$ cat config.mk
export PLATFORM = sky130hd
export DESIGN_NAME = tri_lane_issue
export DESIGN_NICKNAME = d
export VERILOG_FILES = /design/src/rtl/triad_pkg.sv /design/src/rtl/triad_decode.sv /design/src/rtl/triad_select.sv /design/src/rtl/triad_scoreboard.sv /design/src/rtl/tri_lane_issue.sv
export SDC_FILE = /design/constraint.sdc
export NUM_CORES = 1
export LEC_CHECK = 0
export BUFFER_PORTS_ARGS = -buffer_cell sky130_fd_sc_hd__buf_4
export CORE_AREA = 3 3 264 266
export CTS_CLUSTER_DIAMETER = 120
export DETAILED_ROUTE_END_ITERATION = 10
export DIE_AREA = 0 0 267 269
export GPL_ROUTABILITY_DRIVEN = 0
export GPL_TIMING_DRIVEN = 0
export PLACE_DENSITY = 0.46
export SLEW_MARGIN = 20
export SYNTH_ARGS = -nofsm -noshare
export SYNTH_HDL_FRONTEND = slang
export SYNTH_SLANG_ARGS = --single-unit
$ cat constraint.sdc
create_clock -name clk -period 4.7 [get_ports clk]
set_input_delay 0.47 -clock clk [delete_from_list [all_inputs] [get_ports clk]]
set_output_delay 0.47 -clock clk [all_outputs]
set_load 0.01 [all_outputs]
$ cat src/rtl/triad_pkg.sv
package triad_pkg;
    localparam int NLANE   = 3;
    localparam int LN_LOG  = 0;
    localparam int LN_ARI  = 1;
    localparam int LN_MEM  = 2;
    localparam int OP_W    = 3;

    // lane one-hot from opcode: bit2 -> memory, bit1 -> arithmetic, else logical
    function automatic logic [NLANE-1:0] lane_of(input logic [OP_W-1:0] op);
        logic [NLANE-1:0] oh;
        oh = '0;
        if (op[2])      oh[LN_MEM] = 1'b1;
        else if (op[1]) oh[LN_ARI] = 1'b1;
        else            oh[LN_LOG] = 1'b1;
        return oh;
    endfunction

    function automatic logic is_store(input logic [OP_W-1:0] op);
        return op[2] & op[0];
    endfunction

    function automatic logic is_load(input logic [OP_W-1:0] op);
        return op[2] & ~op[0];
    endfunction
endpackage

$ cat src/rtl/triad_decode.sv
module triad_decode
    import triad_pkg::*;
#(
    parameter int RA = 5,
    localparam int HW = OP_W + 3 * RA
) (
    input  logic [HW-1:0]    hdr,
    output logic [NLANE-1:0] lane_oh,
    output logic [RA-1:0]    rd,
    output logic [RA-1:0]    rs,
    output logic [RA-1:0]    rt,
    output logic             wr,
    output logic             rd_rt,
    output logic             mem
);
    logic [OP_W-1:0] op;

    always_comb begin
        op      = hdr[HW-1 -: OP_W];
        rd      = hdr[3*RA-1 -: RA];
        rs      = hdr[2*RA-1 -: RA];
        rt      = hdr[RA-1:0];
        lane_oh = lane_of(op);
        wr      = ~is_store(op);
        rd_rt   = ~is_load(op);
        mem     = op[2];
    end
endmodule

$ cat src/rtl/triad_select.sv
module triad_select
    import triad_pkg::*;
#(
    parameter int QD   = 4,
    parameter int NREG = 32,
    localparam int RA  = $clog2(NREG),
    localparam int SW  = (QD > 1) ? $clog2(QD) : 1
) (
    input  logic [QD-1:0]    q_valid,
    input  logic [NLANE-1:0] lane_oh [QD],
    input  logic [RA-1:0]    rd      [QD],
    input  logic [RA-1:0]    rs      [QD],
    input  logic [RA-1:0]    rt      [QD],
    input  logic             wr      [QD],
    input  logic             rd_rt   [QD],
    input  logic             mem     [QD],
    input  logic [NREG-1:0]  busy,
    input  logic [NLANE-1:0] lane_empty,
    output logic [QD-1:0]    take,
    output logic [NLANE-1:0] lane_vld,
    output logic [SW-1:0]    lane_slot [NLANE]
);
    always_comb begin
        logic             rdy;
        logic [NLANE-1:0] claimed;
        claimed = '0;
        take    = '0;
        for (int l = 0; l < NLANE; l++) lane_slot[l] = '0;
        for (int i = 0; i < QD; i++) begin
            // scoreboard hazards against in-flight producers
            rdy = q_valid[i] & ~busy[rs[i]] & ~(rd_rt[i] & busy[rt[i]])
                & ~(wr[i] & busy[rd[i]]);
            // ordering hazards against every older queued entry
            for (int j = 0; j < QD; j++) begin
                if (j < i && q_valid[j]) begin
                    if (wr[j] && (rd[j] == rs[i] || (rd_rt[i] && rd[j] == rt[i]))) rdy = 1'b0;
                    if (wr[j] && wr[i] && rd[j] == rd[i])                          rdy = 1'b0;
                    if (wr[i] && (rs[j] == rd[i] || (rd_rt[j] && rt[j] == rd[i]))) rdy = 1'b0;
                    if (mem[i] && mem[j])                                          rdy = 1'b0;
                end
            end
            if (rdy && ((lane_oh[i] & lane_empty & ~claimed) != '0)) begin
                take[i] = 1'b1;
                claimed = claimed | lane_oh[i];
                for (int l = 0; l < NLANE; l++)
                    if (lane_oh[i][l]) lane_slot[l] = SW'(i);
            end
        end
        lane_vld = claimed;
    end
endmodule

$ cat src/rtl/triad_scoreboard.sv
module triad_scoreboard
    import triad_pkg::*;
#(
    parameter int NREG = 32,
    localparam int RA  = $clog2(NREG)
) (
    input  logic                clk,
    input  logic                rst_n,
    input  logic [NLANE-1:0]    set_vld,
    input  logic [NLANE*RA-1:0] set_reg,
    input  logic [NLANE-1:0]    clr_vld,
    input  logic [NLANE*RA-1:0] clr_reg,
    output logic [NREG-1:0]     busy
);
    typedef struct packed {
        logic [NREG-1:0] pend;
    } sb_t;

    sb_t st_d, st_q;

    always_comb begin
        st_d = st_q;
        for (int l = 0; l < NLANE; l++)
            if (clr_vld[l]) st_d.pend[clr_reg[l*RA +: RA]] = 1'b0;
        for (int l = 0; l < NLANE; l++)
            if (set_vld[l]) st_d.pend[set_reg[l*RA +: RA]] = 1'b1;
    end

    always_ff @(posedge clk or negedge rst_n) begin
        if (!rst_n) st_q <= '0;
        else        st_q <= st_d;
    end

    assign busy = st_q.pend;
endmodule

$ cat src/rtl/tri_lane_issue.sv
module tri_lane_issue
    import triad_pkg::*;
#(
    parameter int QD    = 4,
    parameter int NREG  = 32,
    parameter int XLEN  = 32,
    parameter int IMM_W = 16,
    localparam int RA   = $clog2(NREG),
    localparam int IW   = OP_W + 3 * RA + IMM_W,
    localparam int SW   = (QD > 1) ? $clog2(QD) : 1
) (
    input  logic                      clk,
    input  logic                      rst_n,
    input  logic [QD-1:0]             q_valid,
    input  logic [QD*IW-1:0]          q_entry,
    output logic [QD-1:0]             q_take,
    input  logic [NLANE-1:0]          lane_empty,
    output logic [NLANE-1:0]          iss_vld,
    output logic [NLANE*IW-1:0]       iss_instr,
    output logic [NLANE*XLEN-1:0]     iss_opa,
    output logic [NLANE*XLEN-1:0]     iss_opb,
    output logic [2*NLANE*RA-1:0]     rf_raddr,
    input  logic [2*NLANE*XLEN-1:0]   rf_rdata,
    input  logic [NLANE-1:0]          wb_vld,
    input  logic [NLANE*RA-1:0]       wb_reg
);
    logic [IW-1:0]    ent     [QD];
    logic [NLANE-1:0] f_lane  [QD];
    logic [RA-1:0]    f_rd    [QD];
    logic [RA-1:0]    f_rs    [QD];
    logic [RA-1:0]    f_rt    [QD];
    logic             f_wr    [QD];
    logic             f_rdrt  [QD];
    logic             f_mem   [QD];

    for (genvar s = 0; s < QD; s++) begin : g_slot
        assign ent[s] = q_entry[s*IW +: IW];
        triad_decode #(.RA(RA)) u_dec (
            .hdr     (ent[s][IW-1:IMM_W]),
            .lane_oh (f_lane[s]),
            .rd      (f_rd[s]),
            .rs      (f_rs[s]),
            .rt      (f_rt[s]),
            .wr      (f_wr[s]),
            .rd_rt   (f_rdrt[s]),
            .mem     (f_mem[s])
        );
    end

    logic [NREG-1:0]     busy;
    logic [NLANE-1:0]    lane_vld;
    logic [SW-1:0]       lane_slot [NLANE];
    logic [NLANE-1:0]    set_vld;
    logic [NLANE*RA-1:0] set_reg;

    triad_select #(.QD(QD), .NREG(NREG)) u_sel (
        .q_valid    (q_valid),
        .lane_oh    (f_lane),
        .rd         (f_rd),
        .rs         (f_rs),
        .rt         (f_rt),
        .wr         (f_wr),
        .rd_rt      (f_rdrt),
        .mem        (f_mem),
        .busy       (busy),
        .lane_empty (lane_empty),
        .take       (q_take),
        .lane_vld   (lane_vld),
        .lane_slot  (lane_slot)
    );

    triad_scoreboard #(.NREG(NREG)) u_sb (
        .clk     (clk),
        .rst_n   (rst_n),
        .set_vld (set_vld),
        .set_reg (set_reg),
        .clr_vld (wb_vld),
        .clr_reg (wb_reg),
        .busy    (busy)
    );

    // per-lane routing of the chosen slot to buffer, read ports and scoreboard
    always_comb begin
        for (int l = 0; l < NLANE; l++) begin
            iss_instr[l*IW +: IW]         = ent[lane_slot[l]];
            rf_raddr[(2*l)*RA +: RA]      = f_rs[lane_slot[l]];
            rf_raddr[(2*l+1)*RA +: RA]    = f_rt[lane_slot[l]];
            iss_opa[l*XLEN +: XLEN]       = rf_rdata[(2*l)*XLEN +: XLEN];
            iss_opb[l*XLEN +: XLEN]       = rf_rdata[(2*l+1)*XLEN +: XLEN];
            set_vld[l]                    = lane_vld[l] & f_wr[lane_slot[l]];
            set_reg[l*RA +: RA]           = f_rd[lane_slot[l]];
        end
        iss_vld = lane_vld;
    end
endmodule

-- Word-level counts from Yosys, hierarchy flattened
Cells that the tools add are included.
- bits in registers: 32
- input bits: 355
- output and inout port bits: 331
- logic and storage cells: 359
- magnitude comparators: 27
- eq/ne operators: 30
- muxes and demuxes: 153
- bitwise gates (word level): 80
- reduce and logical (&&, ||, !) cells: 68
- operators with widths (cell ; count):
    $bmux W34 S2 ; 3
    $mux W34 ; 6
    $mux W32 ; 6
    $eq A5 B5 Y1 ; 30
    $lt A5 B6 Y1 const B ; 18
    $and A32 B32 Y32 ; 3
    $not A32 Y32 ; 3
    $or A32 B32 Y32 ; 3
    $bmux W5 S2 ; 9
    $mux W5 ; 18
    $mux W1 ; 73
    $bmux W1 S5 ; 12
    $logic_and A1 B1 Y1 ; 52
    $and A1 B1 Y1 ; 31
    $demux W1 S5 ; 6
    $ge A5 B1 Y1 const B ; 6
    $not A1 Y1 ; 24
    $and A3 B3 Y3 ; 7
    $mux W2 ; 10
    $mux W6 ; 3
    $logic_or A1 B1 Y1 ; 12
    $mux W3 ; 4
    $reduce_bool A3 Y1 ; 4
    $ge A3 B3 Y1 const B ; 3
    4 further kinds ; 12

-- Logic depth before layout (Yosys ltp)
- word-level depth: 38
- mapped depth: 18

-- Modules after synthesis
A second synthesis with hierarchy kept.
- cell total of the unflattened synthesis: 1408
- area total of the unflattened synthesis: 13887.1 um^2
- by module, submodules not included (module ; instances ; cells each ; area each (um^2)):
    triad_select ; 1 ; 667 ; 5859.4
    tri_lane_issue ; 1 ; 381 ; 5063.6
    triad_scoreboard ; 1 ; 276 ; 2363.5
    triad_decode ; 4 ; 21 ; 150.1

-- Least setup slack after synthesis
OpenSTA, ideal clock, no wires.
- path type: input-to-output
- start: input port q_entry[50]
- end: output port rf_raddr[19]
- arrival: 3.948 ns
- slack: 0.282 ns
- stages on the path: 16
- path buffers: 5
- cell sequence: buf_2 -> mux4_2 -> nor2b_1 -> a2111oi_2 -> a311oi_1 -> a221o_2 -> nor4_2 -> a22o_2 -> nor3b_1 -> buf_4 -> clkbuf_1 -> clkbuf_1 -> nor2_1 -> a21oi_1 -> o21ai_0 -> buf_4
- longest elaborated chain between the ends: 27
- ends and longest elaborated chain (item ; line ; RTL):
    start, declared ; tri_lane_issue.sv:15 ; input logic [QD*IW-1:0] q_entry,
    $bmux W1 S5 ; triad_select.sv:31 ; rdy = q_valid[i] & ~busy[rs[i]] & ~(rd_rt[i] & busy[rt[i]])
    $mux W1 (not written as such) ; triad_select.sv:31 ;
    $and A1 B1 Y1 ; triad_select.sv:31 ;
    $not A1 Y1 ; triad_select.sv:31 ;
    $and A1 B1 Y1 ; triad_select.sv:31 ;
    $and A1 B1 Y1 ; triad_select.sv:32 ; & ~(wr[i] & busy[rd[i]]);
    $mux W1 ; triad_select.sv:36 ; if (wr[j] && (rd[j] == rs[i] || (rd_rt[i] && rd[j] == rt[i]))) rdy = 1'b0;
    $mux W1 ; triad_select.sv:37 ; if (wr[j] && wr[i] && rd[j] == rd[i]) rdy = 1'b0;
    (+10 left out) ; -- ;
    $not A3 Y3 ; triad_select.sv:42 ; if (rdy && ((lane_oh[i] & lane_empty & ~claimed) != '0)) begin
    $and A3 B3 Y3 ; triad_select.sv:42 ;
    $reduce_bool A3 Y1 ; triad_select.sv:42 ;
    $logic_and A1 B1 Y1 ; triad_select.sv:42 ;
    $mux W6 (*) ; triad_select.sv:42 ;
    $not A2 Y3 (not written as such) (*) ; tri_lane_issue.sv:87 ; rf_raddr[(2*l+1)*RA +: RA] = f_rt[lane_slot[l]];
    $bmux W5 S2 (*) ; tri_lane_issue.sv:87 ;
    $mux W5 (not written as such) (*) (2 in series) ; tri_lane_issue.sv:87 ;
    end, declared ; tri_lane_issue.sv:22 ; output logic [2*NLANE*RA-1:0] rf_raddr,
Every way passes the cells marked *; elsewhere a longest branch is shown, timed or not. The select of a mux whose other input is x is not followed.

-- Worst setup path after layout
- start: register u_sb.st_q, in the netlist u_sb.busy[30]
- end: output port iss_instr[11]
- longest elaborated chain between the ends: 27
- ends and longest elaborated chain (item ; line ; RTL):
    start, declared ; triad_scoreboard.sv:19 ; sb_t st_d, st_q;
    start signal, assigned ; triad_scoreboard.sv:31 ; else st_q <= st_d;
    $bmux W1 S5 ; triad_select.sv:31 ;
    $mux W1 (not written as such) ; triad_select.sv:31 ;
    $not A1 Y1 / $and A1 B1 Y1 (equally long branches) ; triad_select.sv:31 ;
    $and A1 B1 Y1 / $not A1 Y1 (equally long branches) ; triad_select.sv:31 ;
    $and A1 B1 Y1 ; triad_select.sv:31 ;
    $and A1 B1 Y1 ; triad_select.sv:32 ;
    $mux W1 / $logic_and A1 B1 Y1 (equally long branches) ; triad_select.sv:36, triad_select.sv:42 ;
    $mux W1 / $mux W3 (equally long branches) ; triad_select.sv:37, triad_select.sv:42 ;
    (+10 left out) ; -- ;
    $mux W1 / $not A3 Y3 (equally long branches) ; triad_select.sv:38, triad_select.sv:42 ;
    $mux W1 / $and A3 B3 Y3 (equally long branches) ; triad_select.sv:39, triad_select.sv:42 ;
    $mux W1 / $reduce_bool A3 Y1 (equally long branches) ; triad_select.sv:35, triad_select.sv:42 ;
    $logic_and A1 B1 Y1 ; triad_select.sv:42 ;
    $mux W6 (*) ; triad_select.sv:42 ;
    $not A2 Y3 (not written as such) (*) ; tri_lane_issue.sv:85 ; iss_instr[l*IW +: IW] = ent[lane_slot[l]];
    $bmux W34 S2 (*) ; tri_lane_issue.sv:85 ;
    $mux W34 (not written as such) (*) (2 in series) ; tri_lane_issue.sv:85 ;
    end, declared ; tri_lane_issue.sv:19 ; output logic [NLANE*IW-1:0] iss_instr,
Marked as above.

==> results.sh <==
export IMPL_netlist_area_sq_um=13300
export IMPL_rsz0062_at_grt="yes"
export IMPL_worst_ep_required_time_ns=4.23
export IMPL_leakagePower_nw=8.331
export IMPL_die_y_microns=269
export IMPL_fin_nets=2616
export IMPL_drt_pass1_iter_count=6
export IMPL_r2r_slack_ns=0.21
export IMPL_netlist_instances=1730
export IMPL_worstSetupEndpointType="output port"
export IMPL_min_path_type="primary input to asynchronous set/reset pin"
export IMPL_yosysSeqAreaShare_pct=6.021
export IMPL_postLayoutCellArea_sq_um=19840
export IMPL_final_util_pct=29.48
export IMPL_setup_slack_ns=0.04022
export IMPL_cts_root_buf="clkbuf_16"
export IMPL_slew_violations=0
export IMPL_drtAntennaViolNets=0
export IMPL_die_x_microns=267
export IMPL_hold_viol=0
export IMPL_hold_slack_ns=0.1200
export IMPL_clock_sinks=32
export IMPL_dpl_cell_area_sq_um=17760
export IMPL_ys_warn_count=0
export IMPL_drc=0
export IMPL_drive_gt1_share_pct=50.31
export IMPL_path_max_fanout=10
export IMPL_syn_area_per_cell_sq_um=7.688
export IMPL_final_cell_mix="buf_4, mux2i_1, a21oi_1"
export IMPL_dp_hpwl_mm=72.57
export IMPL_io_pins=686
export IMPL_drt_iter0_markers=1898
export IMPL_syn_nets=2085
export IMPL_fin_skew_ns=0.003823
export IMPL_slew_headroom_pct=19.16
export IMPL_ys_ff_latch=32
export IMPL_largest_reg_flops=32
export IMPL_vdd_drop_max_v=0.0001723
export IMPL_cts_tree="done"
export IMPL_num_vias=16710
export IMPL_fmax_ghz=0.2146
export IMPL_track_usage_pct=23.18
export IMPL_portBuffers=449
export IMPL_core_sq_um=67280
export IMPL_synth_cell_type_count=82
export IMPL_antenna_found_initial=18
export IMPL_synth_edf_count=0
export IMPL_grt_pass1_wl_mm=121.4
export IMPL_finalCritPeriodShare_pct=99.14
export IMPL_dp_slack_ns=-1.863
export IMPL_viasPerCell=5.313
export IMPL_placementRows=95
export IMPL_synth_ff_type="dfrtp_1"
export IMPL_critPathKind="register to output port"
export IMPL_cts_buffers_inserted=5
export IMPL_clkLatencyLatePin_ns=0.27
export IMPL_clock_path_buffers=2
export IMPL_tightest_slew_ns=1.210
export IMPL_die_area_sq_um=71820
export IMPL_outcome="finished clean"
export IMPL_routed_wl_mm=90.16
export IMPL_overflow=0
export IMPL_initial_core_util_pct=19.77
export IMPL_total_power_mw=4.509
export IMPL_grt_max_degree=33
export IMPL_finalCriticalPeriod_ns=4.660
export IMPL_arrival_ns=4.19
export IMPL_cts_htree_levels=2
export IMPL_wire_per_inst_microns=28.66
export IMPL_setup_viol=0
export IMPL_syn2layout_area_growth_pct=49.14
export IMPL_power_density_nw_per_um2=227.3
export IMPL_synthArstFlopShare_pct=100.0
export IMPL_final_common_cell="buf_4"
export IMPL_grt_pass1_vias=15760
export IMPL_maxCapViolations=0
export IMPL_startpoint_type="register"
export IMPL_path_clk_slew_ns=0.05
## Yosys cell counts, types with 6 or more instances
master	number	area share [%]
buf_4	230	13
mux2i_1	165	12
a21oi_1	147	5.5
nor2_1	111	3.1
clkbuf_1	99	2.8
xnor2_1	79	5.2
o21ai_0	73	2.7
xor2_1	71	4.7
mux4_2	68	12
buf_2	55	2.1
nor3_1	51	1.9
nand3_1	49	1.8
nand2_1	42	1.2
o22ai_1	37	1.7
a211oi_1	32	1.8
dfrtp_1	32	6.0
inv_1	27	0.76
nand4_1	26	1.2
o221ai_1	26	1.7
nand3b_1	23	1.3
buf_1	20	0.56
nor2b_1	19	0.89
mux2_2	18	1.5
o21ai_1	18	0.68
nor4_1	17	0.80
and3_1	15	0.71
nand2b_1	15	0.71
a22oi_1	9	0.51
o221ai_2	9	1.0
or3_1	9	0.42
a22o_1	8	0.53
nor3b_1	8	0.45
a31oi_1	7	0.33
a32oi_1	7	0.46
inv_2	7	0.20
buf_6	6	0.51
## power by group
group	internal, mW	switching, mW
clock network	0.208	0.107
logic	1.74	1.97
registers	0.366	0.115
total	2.32	2.19
## kinds of logic after synthesis
family | Yosys count | share of synthesized area [%]
AOI/OAI and AO/OA | 422 | 20.69
xor gates and xnor gates | 150 | 9.878
buffers and inverters | 444 | 19.88
DFF | 32 | 6.021
muxes | 260 | 26.45
and+or+nand+nor | 422 | 17.08
## routing by layer
metal  vias up  global-route usage, %  share of wire (%)
li1       7231                      -                  -
met1      8133                  28.73                 38
met2      1162                  40.05                 48
met3       172                  5.794                 10
met4        16                  6.254                3.1
met5         -                      0               0.12
## path summary, 6_finish.rpt
kind                                     from             to  cells past startpoint
worst max-delay path            u_sb.busy[30]  iss_instr[11]                     12
worst min-delay path                    rst_n  u_sb.busy[14]                      1
worst max register to register  u_sb.busy[30]  u_sb.busy[10]                     14
worst min register to register   u_sb.busy[7]   u_sb.busy[7]                      3
max in group asynchronous               rst_n  u_sb.busy[28]                      1
min in group clk                    wb_reg[4]   u_sb.busy[5]                      5
## critical path: stages, from the launching register on
cell      delay (ns)
dfrtp_1         0.42
clkbuf_8        0.19
mux4_2          0.47
mux4_2          0.56
nand3_2         0.11
nand3b_1        0.14
or4_4           0.55
or3_4           0.39
buf_8           0.17
buf_8           0.16
clkbuf_2        0.25
a21oi_1         0.30
buf_4           0.18
## timing repair
| item | 4_1_cts | 5_1_grt |
|---|---|---|
| gates resized for setup | 260 | 133 |
| setup buffers | 42 | 34 |
| endpoints found under the setup margin | 168 | 122 |
| hold buffers | 0 | 0 |
| hold endpoints to repair | 0 | 0 |
| gates cloned | 0 | 0 |
| pin swaps | 15 | 14 |
## layout make-up
type | instances | area (sq um)
Fill cell | 7242 | 47440
Multi-Input combinational cell | 1254 | 10410
Timing Repair Buffer | 525 | 4008
Buffer | 409 | 3217
Tap cell | 873 | 1092
Sequential cell | 32 | 807.0
Clock buffer | 6 | 138.9
Inverter | 34 | 127.6
Antenna cell | 11 | 27.53
Clock inverter | 2 | 10.01
## through the flow
stage	cells	setup TNS, ns
after floorplan	1730	0
after global placement	3052	-159.71
after detailed placement	3052	-167.26
after CTS	3101	-0.2325
after global routing	3140	-0.1797
final	3146	0
Power figures use the tool's default switching activity.
